### src/rtl/gpio_alarm_pkg.sv
package gpio_alarm_pkg;

  typedef enum logic [2:0] {
    OP_IDLE   = 3'd0,
    OP_OUTPUT = 3'd1,
    OP_DIR    = 3'd2,
    OP_ARMHI  = 3'd3,
    OP_ARMLO  = 3'd4,
    OP_RDIN   = 3'd5,
    OP_RDOUT  = 3'd6
  } gpioOp_e;

  typedef struct packed {
    logic doOut;
    logic doDir;
    logic armHi;
    logic armLo;
    logic rdIn;
    logic rdOut;
  } gpioStrb_t;

endpackage

### src/rtl/gpio_alarm_ctrl.sv
module gpio_alarm_ctrl
  import gpio_alarm_pkg::*;
(
  input  logic      [2:0] cmdOp,
  output gpioStrb_t       strb
);

  always_comb begin
    strb = '0;
    unique case (cmdOp)
      OP_OUTPUT: strb.doOut = 1'b1;
      OP_DIR:    strb.doDir = 1'b1;
      OP_ARMHI:  strb.armHi = 1'b1;
      OP_ARMLO:  strb.armLo = 1'b1;
      OP_RDIN:   strb.rdIn  = 1'b1;
      OP_RDOUT:  strb.rdOut = 1'b1;
      default:   strb = '0;
    endcase
  end

endmodule

### src/rtl/gpio_alarm_dp.sv
module gpio_alarm_dp
  import gpio_alarm_pkg::*;
#(
  parameter int WIDTH       = 8,
  parameter int SYNC_STAGES = 2
) (
  input  logic             clk,
  input  logic             rstN,
  input  gpioStrb_t        strb,
  input  logic [WIDTH-1:0] setMask,
  input  logic [WIDTH-1:0] clrMask,
  input  logic [WIDTH-1:0] pinIn,
  output logic [WIDTH-1:0] outData,
  output logic [WIDTH-1:0] outEnable,
  output logic [WIDTH-1:0] rdData,
  output logic             irq
);

  localparam int LAST = SYNC_STAGES - 1;

  logic [SYNC_STAGES-1:0][WIDTH-1:0] syncQ;
  logic [WIDTH-1:0] syncIn;
  logic [WIDTH-1:0] shadowQ, dirQ, hiArmQ, loArmQ;
  logic [WIDTH-1:0] shadowNext, dirNext, hiArmNext, loArmNext, rdNext;
  logic [WIDTH-1:0] hitVec;

  // Input synchroniser chain
  always_ff @(posedge clk) begin
    if (!rstN) syncQ <= '0;
    else       syncQ[0] <= pinIn;
  end

  generate
    for (genvar s = 1; s < SYNC_STAGES; s++) begin : g_sync
      always_ff @(posedge clk) begin
        if (!rstN) syncQ[s] <= '0;
        else       syncQ[s] <= syncQ[s-1];
      end
    end
  endgenerate

  assign syncIn = syncQ[LAST];

  // Next-state logic: clear mask always applied after set mask
  always_comb begin
    shadowNext = shadowQ;
    dirNext    = dirQ;
    hiArmNext  = hiArmQ;
    loArmNext  = loArmQ;
    if (strb.doOut) shadowNext = (shadowQ | setMask) & ~clrMask;
    if (strb.doDir) dirNext    = (dirQ | setMask) & ~clrMask;
    if (strb.armHi || strb.armLo) begin
      hiArmNext = (hiArmQ | (strb.armHi ? setMask : '0)) & ~clrMask;
      loArmNext = (loArmQ | (strb.armLo ? setMask : '0)) & ~clrMask;
    end
  end

  always_comb begin
    rdNext = rdData;
    if (strb.rdIn)       rdNext = syncIn;
    else if (strb.rdOut) rdNext = shadowQ;
    else if (strb.doDir) rdNext = dirNext;
  end

  always_ff @(posedge clk) begin
    if (!rstN) begin
      shadowQ <= '0;
      dirQ    <= '0;
      hiArmQ  <= '0;
      loArmQ  <= '0;
      rdData  <= '0;
    end else begin
      shadowQ <= shadowNext;
      dirQ    <= dirNext;
      hiArmQ  <= hiArmNext;
      loArmQ  <= loArmNext;
      rdData  <= rdNext;
    end
  end

  assign hitVec    = (hiArmQ & syncIn) | (loArmQ & ~syncIn);
  assign irq       = |hitVec;
  assign outData   = shadowQ;
  assign outEnable = dirQ;


  out_set_chk: assert property (@(posedge clk) disable iff (!rstN)
    strb.doOut |=> ((outData & $past(setMask & ~clrMask)) == $past(setMask & ~clrMask)));


  out_clr_chk: assert property (@(posedge clk) disable iff (!rstN)
    strb.doOut |=> ((outData & $past(clrMask)) == '0));


  out_keep_chk: assert property (@(posedge clk) disable iff (!rstN)
    strb.doOut |=> ((outData & ~$past(setMask | clrMask)) == ($past(outData) & ~$past(setMask | clrMask))));


  dir_input_wins_chk: assert property (@(posedge clk) disable iff (!rstN)
    strb.doDir |=> ((outEnable & $past(clrMask)) == '0));


  idle_hold_chk: assert property (@(posedge clk) disable iff (!rstN)
    (strb == '0) |=> ($stable(outData) && $stable(outEnable) && $stable(rdData)));


  disarm_all_chk: assert property (@(posedge clk) disable iff (!rstN)
    ((strb.armHi || strb.armLo) && (&clrMask)) |=> !irq);


  rd_sel_chk: assert property (@(posedge clk) disable iff (!rstN)
    $onehot0({strb.rdIn, strb.rdOut, strb.doDir, strb.doOut, strb.armHi, strb.armLo}));

endmodule

### src/rtl/gpio_alarm_port.sv
module gpio_alarm_port
  import gpio_alarm_pkg::*;
#(
  parameter int WIDTH       = 8,
  parameter int SYNC_STAGES = 2
) (
  input  logic             clk,
  input  logic             rstN,
  input  logic [2:0]       cmdOp,
  input  logic [WIDTH-1:0] cmdSetMask,
  input  logic [WIDTH-1:0] cmdClrMask,
  input  logic [WIDTH-1:0] pinIn,
  output logic [WIDTH-1:0] outData,
  output logic [WIDTH-1:0] outEnable,
  output logic [WIDTH-1:0] rdData,
  output logic             irq
);

  gpioStrb_t strb;

  gpio_alarm_ctrl i_ctrl (
    .cmdOp (cmdOp),
    .strb  (strb)
  );

  gpio_alarm_dp #(
    .WIDTH       (WIDTH),
    .SYNC_STAGES (SYNC_STAGES)
  ) i_dp (
    .clk       (clk),
    .rstN      (rstN),
    .strb      (strb),
    .setMask   (cmdSetMask),
    .clrMask   (cmdClrMask),
    .pinIn     (pinIn),
    .outData   (outData),
    .outEnable (outEnable),
    .rdData    (rdData),
    .irq       (irq)
  );

endmodule

### config.mk
export PLATFORM = sky130hd
export DESIGN_NAME = gpio_alarm_port
export DESIGN_NICKNAME = d
export VERILOG_FILES = /design/src/rtl/gpio_alarm_pkg.sv /design/src/rtl/gpio_alarm_ctrl.sv /design/src/rtl/gpio_alarm_dp.sv /design/src/rtl/gpio_alarm_port.sv
export SDC_FILE = /design/constraint.sdc
export NUM_CORES = 1
export LEC_CHECK = 0
export ABC_AREA = 1
export BUFFER_PORTS_ARGS = -buffer_cell sky130_fd_sc_hd__buf_2
export CAP_MARGIN = 10
export CORE_ASPECT_RATIO = 2
export CORE_MARGIN = 10
export CORE_UTILIZATION = 30
export DETAILED_ROUTE_END_ITERATION = 10
export PLACE_DENSITY_LB_ADDON = 0.2
export SYNTH_ARGS = -nofsm -noshare
export SYNTH_HDL_FRONTEND = slang
export SYNTH_SLANG_ARGS = --single-unit
### constraint.sdc
create_clock -name clk -period 1.4 [get_ports clk]
set_clock_uncertainty 0.2 [all_clocks]
set_input_delay 0.21 -clock clk [delete_from_list [all_inputs] [get_ports clk]]
set_output_delay 0.21 -clock clk [all_outputs]
set_load 0.1 [all_outputs]
==> out/results.ini <==
[worst_hold_path]
min_from=cmdSetMask[2]
hp-class=in -> reg

[yosys]
async_flop_share=0
synth_top_area_frac=0.450
synth_area_um2=1420
synth-main-ff-cell=dfxtp_1
yosysSeqAreaShare=0.450
synth_cell_types=22
synthCells=200
synth_edf_count=0
yosysMostFrequentCell=nand2_1
synthesis.nets=229
syn_area_per_cell_um2=7.11
ys_warn_count=16
synth.largest_area_cell=dfxtp_1
ys_seq_elements=32
synth_commonest_cells=34 x nand2_1, 32 x dfxtp_1, 29 x nor2_1, 27 x a21oi_1, 26 x inv_1
synth_area_leaders=dfxtp_1 45%, a21oi_1 9.5%, nand2_1 9.0%

[drt]
viasPerCell=4.63
routed_wirelength_um=4480
drtPass1Iterations=4
drc_errors=0
ant_nets=0
drt-wirelength-per-cell_um=13.9
num_vias=1497
drtIter0Drc=34

[power_and_ir_drop]
power_frac_clock=0.398
power.internal_mw=1.77
p_comb_frac=0.211
leakage_nw=1.09
p_per_area_nw_per_um2=1020
total_power_mw=2.49
p_switching_mw=0.716
switching_share=0.288
sequentialPowerShare=0.390
ir_drop_uv=773

[floorplan]
start_util=0.309
dieArea_um2=8060
core_area_um2=4600
chipHeight_um=117
row_count=35
io_pins=54
fp.dieW_um=68.7

[clock_tree]
cts_buffers=5
clock_sink_count=32
clkTransAtPathRegs_ns=0.07
post_cts_buffers=0
cts_tree=done
root_buffer=clkbuf_8
ctsLongestPathBuffers=2
clock_latency_ns=0.29
htree_levels=2

[timing]
max_slew_margin=0.776
hold_ws_ns=0.00223
report.final.hold_viol_count=0
period_needed_ns=1.59
layout_setup_ws_ns=-0.190
fin_setup_tns_ns=-0.190
fmax_mhz=629
slew_violations=0
fin_crit_sh=1.14
rsz0062_at_grt=yes
tightest_slew_ns=0.336
setup_viol=1

[finish]
nets=296
drive_gt1_frac=0.407
final_util=0.531
fillers=442
diodes=0
area_delta_synth_final_pct=71.8

[global_route]
grt_pass1_vias=1542
grt_max_degree=22
antenna_found_initial=0
grt_overflow=0
track_usage=0.116
grt_pass1_wl_um=7270

[critical_path]
path_max_fanout=2
path_class=reg -> out
r2r_slack_ns=0.32
critPathRequiredTime_ns=0.99
critical_path_buf_inv_count=1
endpoint_kind=primary output
arrival_ns=1.18
crit_start=i_dp.loArmQ[1]
cp-start-kind=register
rr_startpoint=i_dp.outEnable[4]
crit_family=simple AND/OR/NAND/NOR gates
path_cells=nor4_4 -> nand2_2 -> buf_12
crit_path_top_delay_cell=dfxtp_2
cp_slowest_stage_delay_ns=0.34

[status]
status=complete, but fails checks
failed_checks=setup timing

[placed_design]
hpwl_um=3390
place_congestion=0.819
io_buffers=45

[flow_run]
drv_cap=0

==> sequential cells by signal, indices dropped and copies added, names as in the netlist <==
signal,cells
i_dp.loArmQ,8
i_dp.outData,8
i_dp.outEnable,8
i_dp.rdData,8
==> worst paths after layout <==
path / end / depth (start not counted)
worst max register to register: i_dp.rdData[4] / 6
worst min-delay path: i_dp.outData[2] / 3
worst min register to register: i_dp.rdData[5] / 2
worst max-delay path: irq / 3
==> power by group through the flow <==
stage / sequential (mW) / clock (mW) / combinational, mW
6_report: 0.970 / 0.990 / 0.525
5_1_grt: 0.973 / 1.03 / 0.561
4_1_cts: 0.969 / 0.994 / 0.527
3_5_place_dp: 0.987 / 0 / 0.483
3_3_place_gp: 0.987 / 0 / 0.481
2_1_floorplan: 1.11 / 0 / 0.170
==> cell type report <==
type	count	area [um^2]	area share
inverter	29	111	0.0456
clock buffer	7	96.3	0.0394
timing repair buffer	67	801	0.328
clock inverter	1	30.0	0.0123
multi-input combinational	132	664	0.272
tap	55	68.8	0.0282
sequential	32	672	0.275
==> cells in the final DEF (no fill, tap or decap), drive strengths merged <==
| cell type | instances |
|---|---|
| inv | 29 |
| nor4 | 2 |
| nand3 | 9 |
| dlygate4sd3 | 9 |
| o21ai | 18 |
| buf | 58 |
| o22ai | 5 |
| nor3 | 1 |
| a21oi | 27 |
| nand2 | 38 |
| nor2 | 32 |
| clkbuf | 7 |
| dfxtp | 32 |
| bufinv | 1 |
==> worst min-delay path: stages <==
cell	delay, ns
buf_2	0.10
a21oi_1	0.06
nor2_1	0.08
==> cell families (layout without fill, tap and decap cells) <==
family,after synthesis,after routing,share of synthesized area
AO/OA/AOI/OAI,50,50,0.180
buffers and inverters,36,104,0.107
flip-flops,32,32,0.450
AND/OR/NAND/NOR,82,82,0.262
==> through the flow <==
stage          instance area, um^2  setup slack (ns)  std cells
2_1_floorplan                 1450           -0.0482        200
3_3_place_gp                  2180           -0.0463        306
3_5_place_dp                  2180           -0.0383        306
4_1_cts                       2430            -0.204        323
5_1_grt                       2440            -0.243        323
6_report                      2440            -0.190        323
==> per-layer routing <==
layer	track usage	share of wire	vias up
met5	0	0	-
met3	0.0381	0.069	9
met1	0.108	0.35	679
met4	0.0496	0.022	0
li1	-	-	772
met2	0.211	0.56	37
==> timing repair <==
action	in CTS	in global routing
hold buffers	9	0
pin swaps	2	2
setup endpoints to repair	1	2
endpoints found under the hold margin	9	0
resized for setup	8	3
No activity file was read; power rests on OpenSTA's default activity.
